[config.mk]
export PLATFORM = sky130hd
export DESIGN_NAME = serial_rx_channel
export DESIGN_NICKNAME = d
export VERILOG_FILES = /design/src/rtl/urx_pkg.sv /design/src/rtl/urx_line_filter.sv /design/src/rtl/urx_bit_timer.sv /design/src/rtl/urx_frame_engine.sv /design/src/rtl/serial_rx_channel.sv
export SDC_FILE = /design/constraint.sdc
export NUM_CORES = 1
export LEC_CHECK = 0
export BUFFER_PORTS_ARGS = -buffer_cell sky130_fd_sc_hd__buf_2
export CORE_ASPECT_RATIO = 2
export CORE_MARGIN = 1.5
export CORE_UTILIZATION = 43
export CTS_CLUSTER_SIZE = 16
export DETAILED_ROUTE_END_ITERATION = 7
export GPL_ROUTABILITY_DRIVEN = 1
export GPL_TIMING_DRIVEN = 0
export PLACE_DENSITY = 0.71
export RECOVER_POWER = 100
export SETUP_SLACK_MARGIN = 0.2
export SLEW_MARGIN = 20
export SYNTH_ARGS = -nofsm -noshare
export SYNTH_HDL_FRONTEND = slang
export SYNTH_HIERARCHICAL = 1
export SYNTH_SLANG_ARGS = --single-unit
[constraint.sdc]
create_clock -name clk -period 3.5 [get_ports clk]
set_clock_uncertainty 0.15 [all_clocks]
set_input_delay 0.35 -clock clk [delete_from_list [all_inputs] [get_ports clk]]
set_output_delay 0.35 -clock clk [all_outputs]
set_load 0.01 [all_outputs]
[src/rtl/urx_pkg.sv]
package urx_pkg;

    localparam int unsigned REG_W = 8;

    localparam logic [1:0] ADDR_MODE   = 2'd0;
    localparam logic [1:0] ADDR_PERIOD = 2'd1;
    localparam logic [1:0] ADDR_CLEAR  = 2'd2;

    typedef enum logic [2:0] {
        ST_IDLE,
        ST_START,
        ST_DATA,
        ST_PAR,
        ST_STOP
    } rx_state_e;

    // Mode register layout, bit 7 down to bit 0
    typedef struct packed {
        logic       filt_en;    // [7]
        logic       err_route;  // [6]
        logic       invert;     // [5]
        logic [1:0] par;        // [4:3]
        logic       lsb_first;  // [2]
        logic [1:0] len;        // [1:0]
    } rx_mode_t;

    localparam rx_mode_t MODE_RESET = '{
        filt_en:   1'b0,
        err_route: 1'b0,
        invert:    1'b0,
        par:       2'b00,
        lsb_first: 1'b1,
        len:       2'b11
    };

    // Number of data bits for a length code; the prohibited code acts as 8
    function automatic logic [3:0] word_bits(input logic [1:0] code);
        case (code)
            2'b01:   return 4'd9;
            2'b10:   return 4'd7;
            default: return 4'd8;
        endcase
    endfunction

endpackage

[src/rtl/urx_line_filter.sv]
module urx_line_filter (
    input  logic clk,
    input  logic rst_n,
    input  logic rxd_raw,
    input  logic filt_en,
    output logic line_o
);

    typedef struct packed {
        logic samp;
        logic line;
    } filt_st_t;

    filt_st_t f_d, f_q;

    always_comb begin
        f_d      = f_q;
        f_d.samp = rxd_raw;
        if (!filt_en) begin
            f_d.line = rxd_raw;
        end else if (rxd_raw == f_q.samp) begin
            // two equal samples in a row: accept the new level
            f_d.line = rxd_raw;
        end
    end

    always_ff @(posedge clk or negedge rst_n) begin
        if (!rst_n) begin
            f_q <= '{samp: 1'b1, line: 1'b1};
        end else begin
            f_q <= f_d;
        end
    end

    assign line_o = f_q.line;

endmodule

[src/rtl/urx_bit_timer.sv]
module urx_bit_timer #(
    parameter int unsigned PER_W = 7
) (
    input  logic             clk,
    input  logic             rst_n,
    input  logic [PER_W-1:0] period_n,
    input  logic             load_half,
    input  logic             run,
    output logic             tick
);

    localparam int unsigned     CNT_W   = PER_W + 1;
    localparam logic [CNT_W-1:0] CNT_ONE = CNT_W'(1);

    logic [CNT_W-1:0] cnt_d, cnt_q;

    always_comb begin
        cnt_d = cnt_q;
        if (load_half) begin
            // N+1 clocks until the start-bit midpoint
            cnt_d = {1'b0, period_n};
        end else if (run) begin
            if (cnt_q == '0) begin
                // full bit time of 2*(N+1) clocks
                cnt_d = {period_n, 1'b1};
            end else begin
                cnt_d = cnt_q - CNT_ONE;
            end
        end
    end

    always_ff @(posedge clk or negedge rst_n) begin
        if (!rst_n) begin
            cnt_q <= '0;
        end else begin
            cnt_q <= cnt_d;
        end
    end

    assign tick = run && !load_half && (cnt_q == '0);

endmodule

[src/rtl/urx_frame_engine.sv]
module urx_frame_engine
    import urx_pkg::*;
#(
    parameter int unsigned WORD_W = 9
) (
    input  logic              clk,
    input  logic              rst_n,
    input  logic              line,
    input  logic [1:0]        len,
    input  logic              lsb_first,
    input  logic [1:0]        par,
    input  logic              tick,
    output logic              load_half,
    output logic              run,
    output logic              fin,
    output logic              fe_o,
    output logic              pe_o,
    output logic [WORD_W-1:0] word_o
);

    localparam int unsigned      IDX_W   = $clog2(WORD_W + 1);
    localparam logic [IDX_W-1:0] IDX_ONE = IDX_W'(1);

    typedef struct packed {
        rx_state_e         state;
        logic              prev;
        logic [IDX_W-1:0]  idx;
        logic              acc;
        logic [WORD_W-1:0] shf;
    } eng_st_t;

    eng_st_t e_d, e_q;

    logic [IDX_W-1:0] nbits;
    logic [IDX_W-1:0] last_idx;
    logic [IDX_W-1:0] pos;

    always_comb begin
        nbits    = IDX_W'(word_bits(len));
        last_idx = nbits - IDX_ONE;
        pos      = lsb_first ? e_q.idx : (last_idx - e_q.idx);

        e_d       = e_q;
        e_d.prev  = line;
        load_half = 1'b0;
        fin       = 1'b0;
        fe_o      = 1'b0;
        pe_o      = 1'b0;

        case (e_q.state)
            ST_IDLE: begin
                if (e_q.prev && !line) begin
                    e_d.state = ST_START;
                    load_half = 1'b1;
                end
            end
            ST_START: begin
                if (tick) begin
                    if (!line) begin
                        e_d.state = ST_DATA;
                        e_d.idx   = '0;
                        e_d.acc   = 1'b0;
                        e_d.shf   = '0;
                    end else begin
                        // start level gone at midpoint: false start
                        e_d.state = ST_IDLE;
                    end
                end
            end
            ST_DATA: begin
                if (tick) begin
                    e_d.shf[pos] = line;
                    e_d.acc      = e_q.acc ^ line;
                    if (e_q.idx == last_idx) begin
                        e_d.state = (par != 2'b00) ? ST_PAR : ST_STOP;
                    end else begin
                        e_d.idx = e_q.idx + IDX_ONE;
                    end
                end
            end
            ST_PAR: begin
                if (tick) begin
                    e_d.acc   = e_q.acc ^ line;
                    e_d.state = ST_STOP;
                end
            end
            ST_STOP: begin
                if (tick) begin
                    fin       = 1'b1;
                    fe_o      = !line;
                    // even check: ones must total even; odd check: odd
                    pe_o      = par[1] && (e_q.acc ^ par[0]);
                    e_d.state = ST_IDLE;
                end
            end
            default: begin
                e_d.state = ST_IDLE;
            end
        endcase
    end

    always_ff @(posedge clk or negedge rst_n) begin
        if (!rst_n) begin
            e_q <= '{state: ST_IDLE, prev: 1'b1, idx: '0, acc: 1'b0, shf: '0};
        end else begin
            e_q <= e_d;
        end
    end

    assign run    = (e_q.state != ST_IDLE);
    assign word_o = e_q.shf;

endmodule

[src/rtl/serial_rx_channel.sv]
module serial_rx_channel
    import urx_pkg::*;
#(
    parameter int unsigned PER_W   = 7,
    parameter int unsigned WORD_W  = 9,
    parameter int unsigned PER_RST = 103
) (
    input  logic              clk,
    input  logic              rst_n,
    input  logic              rxd,
    input  logic              wr_en,
    input  logic [1:0]        wr_addr,
    input  logic [REG_W-1:0]  wr_data,
    input  logic              rd_strobe,
    output logic [WORD_W-1:0] rx_word,
    output logic              rx_done,
    output logic              rx_err,
    output logic              flag_frame,
    output logic              flag_parity,
    output logic              flag_overrun
);

    typedef struct packed {
        rx_mode_t          mode;
        logic [PER_W-1:0]  per;
        logic              fe;
        logic              pe;
        logic              ov;
        logic              pend;
        logic              done;
        logic              err;
        logic [WORD_W-1:0] word;
    } top_st_t;

    top_st_t r_d, r_q;

    logic              filt_line;
    logic              eff_line;
    logic              tick;
    logic              load_half;
    logic              run;
    logic              fin;
    logic              eng_fe;
    logic              eng_pe;
    logic [WORD_W-1:0] eng_word;
    logic [2:0]        clr_hit;
    logic              ov_now;
    logic              any_err;
    logic              route_sel;
    logic              word_pend;

    urx_line_filter u_filter (
        .clk     (clk),
        .rst_n   (rst_n),
        .rxd_raw (rxd),
        .filt_en (r_q.mode.filt_en),
        .line_o  (filt_line)
    );

    assign eff_line = filt_line ^ r_q.mode.invert;

    urx_bit_timer #(.PER_W(PER_W)) u_timer (
        .clk       (clk),
        .rst_n     (rst_n),
        .period_n  (r_q.per),
        .load_half (load_half),
        .run       (run),
        .tick      (tick)
    );

    urx_frame_engine #(.WORD_W(WORD_W)) u_engine (
        .clk       (clk),
        .rst_n     (rst_n),
        .line      (eff_line),
        .len       (r_q.mode.len),
        .lsb_first (r_q.mode.lsb_first),
        .par       (r_q.mode.par),
        .tick      (tick),
        .load_half (load_half),
        .run       (run),
        .fin       (fin),
        .fe_o      (eng_fe),
        .pe_o      (eng_pe),
        .word_o    (eng_word)
    );

    always_comb begin
        r_d      = r_q;
        r_d.done = 1'b0;
        r_d.err  = 1'b0;

        clr_hit = (wr_en && wr_addr == ADDR_CLEAR) ? wr_data[2:0] : 3'b000;
        ov_now  = r_q.pend && !rd_strobe;
        any_err = eng_fe || eng_pe || ov_now;

        if (wr_en && wr_addr == ADDR_MODE) begin
            r_d.mode = rx_mode_t'(wr_data);
        end
        if (wr_en && wr_addr == ADDR_PERIOD) begin
            r_d.per = wr_data[PER_W-1:0];
        end

        r_d.fe = r_q.fe && !clr_hit[2];
        r_d.pe = r_q.pe && !clr_hit[1];
        r_d.ov = r_q.ov && !clr_hit[0];

        if (rd_strobe) begin
            r_d.pend = 1'b0;
        end

        if (fin) begin
            r_d.word = eng_word;
            r_d.pend = 1'b1;
            r_d.fe   = r_d.fe || eng_fe;
            r_d.pe   = r_d.pe || eng_pe;
            r_d.ov   = r_d.ov || ov_now;
            r_d.err  = r_q.mode.err_route && any_err;
            r_d.done = !(r_q.mode.err_route && any_err);
        end
    end

    always_ff @(posedge clk or negedge rst_n) begin
        if (!rst_n) begin
            r_q <= '{mode: MODE_RESET, per: PER_W'(PER_RST), fe: 1'b0, pe: 1'b0,
                     ov: 1'b0, pend: 1'b0, done: 1'b0, err: 1'b0, word: '0};
        end else begin
            r_q <= r_d;
        end
    end

    assign route_sel    = r_q.mode.err_route;
    assign word_pend    = r_q.pend;
    assign rx_word      = r_q.word;
    assign rx_done      = r_q.done;
    assign rx_err       = r_q.err;
    assign flag_frame   = r_q.fe;
    assign flag_parity  = r_q.pe;
    assign flag_overrun = r_q.ov;

endmodule

* After elaboration in Yosys (flattened, before gate mapping)
Index checks and enable logic that the tools add are counted.
** Storage, ports and cells
- Bits in registers :: 58
- Output and inout bits :: 14
** Operators by class
- Add/sub/neg operators :: 4
- $lt $le $gt $ge :: 2
- Eq/ne operators :: 19
- Multiplexer cells :: 38
- Bitwise logic cells :: 3
- Reductions and logical operators :: 38
** Operators by type and width (number)
- $mux 14 :: 3
- $mux 3 :: 8
- $mux 8 :: 3
- $pmux 9 s2 :: 1
- $pmux 4 s2 :: 2
- $mux 15 :: 1
- $pmux 3 s5 :: 1
- $logic_and 1x1->1 :: 13
- $mux 1 :: 13
- $ne 2x2->1 const B :: 6
- $reduce_and 5->1 :: 2
- $bwmux 9 :: 1
- $logic_not 8->1 :: 1
- $mux 4 :: 2
- $reduce_bool 2->1 :: 4
- $sub 8x1->8 const B :: 1
- $logic_not 1->1 :: 7
- $eq 3x2->1 const B :: 2
- $ne 2x1->1 const B :: 3
- $reduce_and 6->1 :: 1
- $reduce_bool 3->1 :: 2
- $logic_or 1x1->1 :: 5
- $lt 4x5->1 const B :: 1
- $add 4x1->4 const B :: 1
- 16 further kinds :: 20

* Depth between registers and ports, before layout
Gate-level depths: netlist of run 1.
- Depth after elaboration :: 15
- Depth in mapped cells :: 12
- Depth with buffers taken out :: 12

* Modules after synthesis
Netlist of run 1, hierarchy kept.
** By module, submodules not included
- urx_frame_engine :: times used 1, cells each 143, area each 1296.2 um2, sequential area each 451.7 um2
- serial_rx_channel :: times used 1, cells each 81, area each 1228.7 um2, sequential area each 760.7 um2
- urx_bit_timer :: times used 1, cells each 63, area each 599.3 um2, sequential area each 200.2 um2
- urx_line_filter :: times used 1, cells each 5, area each 76.3 um2, sequential area each 52.6 um2

* Least setup slack after synthesis of run 1
OpenSTA, ideal clock, no wires.
- Kind :: register to register
- From :: reg u_filter.f_q (netlist bit u_filter/line_o)
- To :: reg u_engine.e_q (netlist bit u_engine/word_o[1])
- Arrival :: 2.972 ns
- Data required time :: 3.216 ns
- Setup slack :: 0.244 ns
- Cell stages (with the launch flop) :: 13
- Cells stage by stage :: dfstp_2 -> xor2_1 -> nor2b_1 -> nor2b_1 -> or2b_1 -> or2b_1 -> nor3b_1 -> nor2b_1 -> a21boi_1 -> nand2_1 -> nor2_1 -> nand3_1 -> mux2i_1
** Between the ends
- Cells in the longest elaborated chain, start to end :: 10
- Elaborated cells on any way between the ends :: 15
** RTL lines
- start, declared :: RTL line urx_line_filter.sv:14 : filt_st_t f_d, f_q;
- start signal, assigned :: RTL line urx_line_filter.sv:29 : f_q <= '{samp: 1'b1, line: 1'b1};
- $xor 1x1->1 * :: RTL line serial_rx_channel.sv:60 : assign eff_line = filt_line ^ r_q.mode.invert;
- net eff_line :: RTL line serial_rx_channel.sv:38 : logic eff_line;
- $logic_not 1->1 * :: RTL line urx_frame_engine.sv:52 : if (e_q.prev && !line) begin
- $logic_and 1x1->1 * :: RTL line urx_frame_engine.sv:52
- $mux 1 * :: RTL line urx_frame_engine.sv:52
- $mux 1 * :: RTL line urx_frame_engine.sv:50 : case (e_q.state)
- net load_half :: RTL line serial_rx_channel.sv:40 : logic load_half;
- $logic_not 1->1 * :: RTL line urx_bit_timer.sv:40 : assign tick = run && !load_half && (cnt_q == '0);
- $logic_and 1x1->1 * (2 in series) :: RTL line urx_bit_timer.sv:40
- net tick :: RTL line serial_rx_channel.sv:39 : logic tick;
- $ne 2x2->1 (no source line)
- $reduce_and 4->1 (no source line) *
- end signal, assigned :: RTL line urx_frame_engine.sv:104 : e_q <= '{state: ST_IDLE, prev: 1'b1, idx: '0, acc: 1'b0, shf: '0};
- end, declared :: RTL line urx_frame_engine.sv:32 : eng_st_t e_d, e_q;
The timed path passes the listed nets; every way through them passes the cells marked *. The select of a mux whose other input is x is not followed.
A chain may end at the register's enable or synchronous reset.

* Worst setup path after layout of run 1
- From :: reg u_filter.f_q (netlist bit u_filter/line_o)
- To :: reg r_q (netlist bit rx_word[4])
** Between the ends
- Cells in the longest elaborated chain, start to end :: 10
** RTL lines
- $xor 1x1->1 :: RTL line serial_rx_channel.sv:60
- net eff_line :: RTL line serial_rx_channel.sv:38
- $logic_not 1->1 :: RTL line urx_frame_engine.sv:52
- $logic_and 1x1->1 :: RTL line urx_frame_engine.sv:52
- $mux 1 :: RTL line urx_frame_engine.sv:52
- $mux 1 :: RTL line urx_frame_engine.sv:50
- net load_half :: RTL line serial_rx_channel.sv:40
- $logic_not 1->1 :: RTL line urx_bit_timer.sv:40
- $logic_and 1x1->1 (2 in series) :: RTL line urx_bit_timer.sv:40
- net tick :: RTL line serial_rx_channel.sv:39
- $mux 1 :: RTL line urx_frame_engine.sv:88 : if (tick) begin
- $mux 1 :: RTL line urx_frame_engine.sv:50
- net fin :: RTL line serial_rx_channel.sv:42 : logic fin;
- end signal, assigned :: RTL line serial_rx_channel.sv:124 : r_q <= '{mode: MODE_RESET, per: PER_W'(PER_RST), fe: 1'b0, pe: 1'b0,
- end signal, assigned :: RTL line serial_rx_channel.sv:127 : r_q <= r_d;
- end, declared :: RTL line serial_rx_channel.sv:35 : top_st_t r_d, r_q;
The timed path passes the listed nets, and every way through them passes these cells.

==> results.yml, run 1 <==
sta:
  tns_ps: 0
  final_hold_viol_count: 0
  setup_ws_ps: 262
  slew_headroom_pct: 6.15
  min_period_over_period_pct: 92.5
  worstMarginPinSlew_ps: 1410
  rsz0062_at_grt: "false"
  drv_slew: 0
  setup_viol: 0
  fin_crit_ps: 3240
  max_freq_ghz: 0.309
floorplanning:
  rows: 44
  start_util_pct: 44.4
  fp.coreArea_um2: 7210
  die-height_um: 125
  die_w_um: 64.0
  ioPinCount: 29
  die_area_um2: 8000
critical_path:
  reg2reg_slack_ps: 260
  critPathBufInv: 3
  crit_path_start_kind: "register"
  reg2reg_to: "rx_word[4]"
  reg2reg_from: "u_filter/line_o"
  cpLargestDelayFamily: "simple AND/OR/NAND/NOR gates"
  cp_max_fo: 10
  reg2reg_depth: 11
  cp.arrival_ps: 3300
  slowest_stage: "dfstp_1"
  crit_path_end_kind: "register"
  critPathKind: "register to register"
  cp_cell_sequence: "xor2_4, nor2b_1, nor2b_1, or2b_1, or2b_1, nor3b_4, inv_2, nor2_2, buf_4, clkbuf_4, mux2_2"
  max_stage_delay_ps: 620
  cp.required_ps: 3560
placed_design:
  dp_slack_ps: -609
  placedCellCount: 412
  gp_congestion: 0.827
  hpwl_um: 4920
  dpl_cell_area_um2: 3460
  portBuffers: 28
synth:
  synth-edff-count: 0
  syn-cell-area_um2: 3200
  synth-seq-area-share_pct: 45.8
  synth_flop_cell: "dfrtp_1"
  synth-seq-cells: 58
  yosysWarnings: 6
  synthCells: 292
  synthArstFlopShare_pct: 100
  syn-num-nets: 316
  synth.distinct_cells: 59
  syn-mean-instance-area_um2: 11.0
power:
  intPower_mw: 1.67
  ir_drop_mv: 0.242
  p_sw_mw: 0.849
  pwr-share-seq_pct: 37.6
  p_per_area_nw_per_um2: 662
  p_comb_share_pct: 31.3
  leakagePower_nw: 1.76
  clkPwrFrac_pct: 31.1
  p_sw_share_pct: 33.7
  finalPower_mw: 2.52
layout:
  antennaDiodeCount: 0
  layout_common_cells: "47 x dfrtp_1, 27 x mux2_2, 24 x buf_4, 24 x nand2_1, 21 x clkbuf_1"
  finalNetCount: 362
  stdcell_count: 435
  drive_gt1_share_pct: 32.7
  syn_to_final_growth_pct: 18.8
  final_common_cell: "dfrtp_1"
  final_area_um2: 3800
grt:
  grt_usage_pct: 19.3
  grt_overflow: 0
  grt_pass1_vias: 2514
  grt_antenna_before_repair: 0
  grt_max_degree: 59
  grt_pass1_wl_um: 11800
cts:
  cts.clk_slew.worst_paths_ps: 50
  cts_tree: "done"
  clkLatencyLatePin_ps: 330
  cts_inserted_buffers: 9
  htreeDepth: 3
  root_buffer: "clkbuf_16"
  clock-sinks: 58
  cts_buffer_depth: 2
min_path:
  hold_path_depth: 2
  hold_start: "wr_data[7]"
  hold_path_end: "r_q[29]"
  hp-class: "input port to register"
routing:
  routed_wl_um: 6790
  wl_per_cell_um: 15.6
  drc: 0
  drtPass1Iterations: 4
  drt-initial-drc-count: 134
  drtAntennaViolNets: 0
  vias_per_cell: 5.41
  vias: 2353
job:
  drv_cap: 0
outcome:
  outcome: "finished, final reports clean"
[worst max-delay path by stage]
stage / start / to / slack [ps] / cells after the start
5_1_grt: u_filter/line_o / u_engine/word_o[1] / 110 / 12
6_report: u_filter/line_o / rx_word[4] / 260 / 11
4_1_cts: u_filter/line_o / rx_word[5] / 220 / 11
2_1_floorplan: u_filter/line_o / u_engine/word_o[1] / 240 / 12
3_5_place_dp: u_filter/line_o / rx_word[4] / -610 / 11
3_3_place_gp: u_filter/line_o / rx_word[4] / -650 / 11
[kinds of logic after synthesis]
kind of cell,Yosys count,synth area share [%]
adder cells (fa/ha/maj),9,3.75
XOR/XNOR,8,2.42
buffers and inverters,37,7.19
AND/OR/NAND/NOR,92,17.6
multiplexers,40,13.6
flip-flops,58,45.8
AO/OA/AOI/OAI,48,9.70
[what timing repair did]
item	4_1_cts	5_1_grt
pin swaps	1	1
hold endpoints to repair	48	0
hold buffers	2	0
resized for setup	7	7
endpoints found under the setup margin	31	11
setup buffers	2	3
cloned	0	0
[power by group through the flow]
stage / Clock (mW) / Combinational, mW / Sequential, mW
final: 0.782 / 0.788 / 0.947
after detailed placement: 0 / 0.733 / 0.946
after global placement: 0 / 0.714 / 0.942
after CTS: 0.801 / 0.765 / 0.944
after floorplan: 0 / 0.591 / 0.906
after global routing: 0.838 / 0.883 / 0.963
[cell type report]
| class | instances | area, um2 |
|---|---|---|
| Clock inverter | 3 | 17.5 |
| Tap cell | 92 | 115 |
| Sequential cell | 58 | 1470 |
| Inverter | 11 | 41.3 |
| Clock buffer | 13 | 250 |
| Timing Repair Buffer | 35 | 174 |
| Fill cell | 648 | 3410 |
| Multi-Input combinational cell | 197 | 1540 |
| Buffer | 26 | 194 |
[metrics by stage]
step           hold WS [ps]  util, %
3_5_place_dp            310     48.0
2_1_floorplan         -95.6        -
4_1_cts                 115     52.7
6_report                123     52.7
5_1_grt                 126     52.7
3_3_place_gp            327     47.9
[cells in the mapped netlist (all sizes together), types with 2 or more instances]
| master | n | area, um2 |
|---|---|---|
| nand4 | 2 | 12.5 |
| nor2 | 12 | 45.0 |
| a31oi | 2 | 12.5 |
| nor3b | 7 | 68.8 |
| o31ai | 3 | 22.5 |
| xor2 | 6 | 52.6 |
| mux2 | 27 | 304 |
| or3 | 3 | 18.8 |
| nand2b | 2 | 12.5 |
| nor3 | 7 | 57.6 |
| xnor2 | 2 | 25.0 |
| o21ai | 13 | 65.1 |
| and2 | 2 | 12.5 |
| a21o | 2 | 15.0 |
| nor2b | 5 | 31.3 |
| and3 | 4 | 26.3 |
| inv | 11 | 41.3 |
| mux2i | 13 | 130 |
| a22o | 4 | 35.0 |
| buf | 25 | 185 |
| nand3 | 10 | 50.1 |
| a221oi | 2 | 17.5 |
| nand2 | 25 | 96.4 |
| and3b | 2 | 18.8 |
| dfrtp | 47 | 1180 |
| a21oi | 13 | 68.8 |
| ha | 8 | 100 |
| or2b | 3 | 22.5 |
| nand3b | 3 | 38.8 |
| a31o | 2 | 17.5 |
| dfstp | 11 | 289 |
[per-layer routing]
| layer | track usage [%] | vias up | share of wire, % |
|---|---|---|---|
| li1 | - | 1108 | - |
| met1 | 18.5 | 1181 | 35 |
| met2 | 35.3 | 42 | 57 |
| met3 | 4.50 | 22 | 2.8 |
| met4 | 12.3 | 0 | 4.8 |
| met5 | 0 | - | 0 |
[flip-flops by register name, indices dropped and copies added (netlist names)]
| signal | count |
|---|---|
| flag_frame | 1 |
| flag_overrun | 1 |
| flag_parity | 1 |
| r_q | 14 |
| route_sel | 1 |
| rx_done | 1 |
| rx_err | 1 |
| rx_word | 9 |
| u_engine/e_q | 9 |
| u_engine/word_o | 9 |
| u_filter/f_q | 1 |
| u_filter/line_o | 1 |
| u_timer/cnt_q | 8 |
| word_pend | 1 |
(Power assumes the default switching activity.)
==> run 2: changes to the inputs <==
--- a/config.mk
+++ b/config.mk
@@ -5,10 +5,12 @@
 export SDC_FILE = /design/constraint.sdc
 export NUM_CORES = 1
 export LEC_CHECK = 0
+export ABC_CLOCK_PERIOD_IN_PS = 3500
 export BUFFER_PORTS_ARGS = -buffer_cell sky130_fd_sc_hd__buf_2
 export CORE_ASPECT_RATIO = 2
 export CORE_MARGIN = 1.5
 export CORE_UTILIZATION = 43
+export CTS_BUF_LIST = sky130_fd_sc_hd__clkbuf_8
 export CTS_CLUSTER_SIZE = 16
 export DETAILED_ROUTE_END_ITERATION = 7
 export GPL_ROUTABILITY_DRIVEN = 1
==> run 2 against run 1 <==
Against the previous run:
- clock-buffer cell count down 3
- clock power down 33%
- worst hold slack worse by 22 ps
- global-route usage down 0.21 points
- first-iteration DRC count down 4.5%
- maximum frequency up 0.48%
- critical path depth unchanged
==> results.yml, run 2 (synthesized netlist as in run 1, its figures left out) <==
outcome:
  outcome: "finished, final reports clean"
routing:
  vias: 2328
  vias_per_cell: 5.35
  drc: 0
  wl_per_cell_um: 15.4
  routed_wl_um: 6690
  drtPass1Iterations: 4
  drt-initial-drc-count: 128
  drtAntennaViolNets: 0
grt:
  grt_pass1_vias: 2512
  grt_pass1_wl_um: 11700
  grt_overflow: 0
  grt_max_degree: 59
  grt_antenna_before_repair: 0
  grt_usage_pct: 19.1
layout:
  final_common_cell: "dfrtp_1"
  drive_gt1_share_pct: 32.1
  antennaDiodeCount: 0
  fillers: 658
  top_register: "r_q"
  stdcell_count: 435
  largest_reg_flops: 14
  fin_util_pct: 51.0
  syn_to_final_growth_pct: 15.0
  layout_common_cells: "47 x dfrtp_1, 27 x mux2_2, 25 x buf_4"
  finalNetCount: 362
critical_path:
  cp.arrival_ps: 3310
  max_stage_delay_ps: 620
  cp_max_fo: 10
  cp.required_ps: 3580
  slowest_stage: "dfstp_1"
  critPathKind: "register to register"
  cp_cell_sequence: "xor2_4, nor2b_1, nor2b_1, or2b_1, or2b_1, nor3b_4, inv_2, nor2_1, buf_4, buf_4, mux2_2"
  reg2reg_slack_ps: 280
  crit_path_start_kind: "register"
  crit_path_end_kind: "register"
cts:
  clock-sinks: 58
  htreeDepth: 3
  cts_inserted_buffers: 9
  root_buffer: "clkbuf_8"
  cts.clk_slew.worst_paths_ps: 60
  clkLatencyLatePin_ps: 350
  cts_buffer_depth: 2
  cts_tree: "done"
sta:
  tns_ps: 0
  slew_headroom_pct: 4.48
  final_hold_viol_count: 0
  max_freq_ghz: 0.310
  setup_ws_ps: 277
  rsz0062_at_grt: "false"
  setup_viol: 0
  drv_slew: 0
  fin_crit_ps: 3220
  worstMarginPinSlew_ps: 1430
  min_period_over_period_pct: 92.1
power:
  p_comb_share_pct: 34.5
  intPower_mw: 1.44
  p_sw_mw: 0.810
  ir_drop_mv: 0.191
  clkPwrFrac_pct: 23.3
  finalPower_mw: 2.25
  leakagePower_nw: 1.73
  p_sw_share_pct: 36.1
  p_per_area_nw_per_um2: 610
  pwr-share-seq_pct: 42.1
floorplanning:
  die-height_um: 125
  rows: 44
  start_util_pct: 44.4
  fp.coreArea_um2: 7210
  die_w_um: 64.0
  ioPinCount: 29
  die_area_um2: 8000
placed_design:
  hpwl_um: 4920
  dp_slack_ps: -609
  portBuffers: 28
  gp_congestion: 0.827
  placedCellCount: 412
min_path:
  hp-class: "input port to register"
job:
  drv_cap: 0
run 2: cell types whose count changed in the layout (fill, tap and decap cells not counted), sizes merged:
cell | before | now
buf | 39 | 40
inv | 11 | 14
clkbuf | 33 | 29
run 2: repair_timing:
item | CTS | global route
endpoints found under the setup margin | 31 | 11
buffers inserted | 2 | 3
hold endpoints to repair | 48 | 0
pin swaps | 1 | 3
resized for setup | 7 | 7
hold buffers | 2 | 0
run 2: stage by stage:
step | hold WS (ps) | cell area (um2)
after global routing | 97.6 | 3680
after CTS | 88.2 | 3700
after detailed placement | 310 | 3460
final | 101 | 3680
after global placement | 327 | 3460
after floorplan | -95.6 | 3200
run 2: worst paths after layout:
kind	from	depth (start not counted)	endpoint
setup / recovery	u_filter/line_o	11	rx_word[4]
hold / removal	wr_data[7]	2	r_q[29]
setup reg to reg	u_filter/line_o	11	rx_word[4]
hold reg to reg	rx_word[0]	1	rx_word[0]
max in group asynchronous	rst_n	2	rx_word[8]
min in group asynchronous	rst_n	2	r_q[18]
run 2: power by group through the flow:
| stage | combinational, mW | sequential, mW | clock (mW) |
|---|---|---|---|
| 2_1_floorplan | 0.591 | 0.906 | 0 |
| 3_3_place_gp | 0.714 | 0.942 | 0 |
| 3_5_place_dp | 0.733 | 0.946 | 0 |
| 4_1_cts | 0.762 | 0.942 | 0.543 |
| 5_1_grt | 0.868 | 0.963 | 0.581 |
| 6_report | 0.776 | 0.947 | 0.524 |
run 2: layout make-up:
cell class	count	area, um2	area share [%]
Sequential cell	58	1470	39.8
Inverter	11	41.3	1.12
Multi-Input combinational cell	197	1530	41.4
Clock inverter	6	28.8	0.782
Buffer	26	194	5.27
Clock buffer	10	138	3.74
Timing Repair Buffer	35	174	4.72
Tap cell	92	115	3.13
run 2: critical path: cells and delay by family (launching register included):
kind / cells / cell delay [ps]
XOR/XNOR: 1 / 180
flip-flops: 1 / 620
multiplexers: 1 / 340
AND/OR/NAND/NOR: 6 / 1340
buffers and inverters: 3 / 470
run 2: layer usage:
layer / vias to the layer above / global-route usage [%] / part of all wire [%]
li1: 1105 / - / -
met1: 1147 / 18.5 / 36
met2: 52 / 33.7 / 55
met3: 24 / 4.68 / 2.9
met4: 0 / 14.1 / 5.9
met5: - / 0 / 0
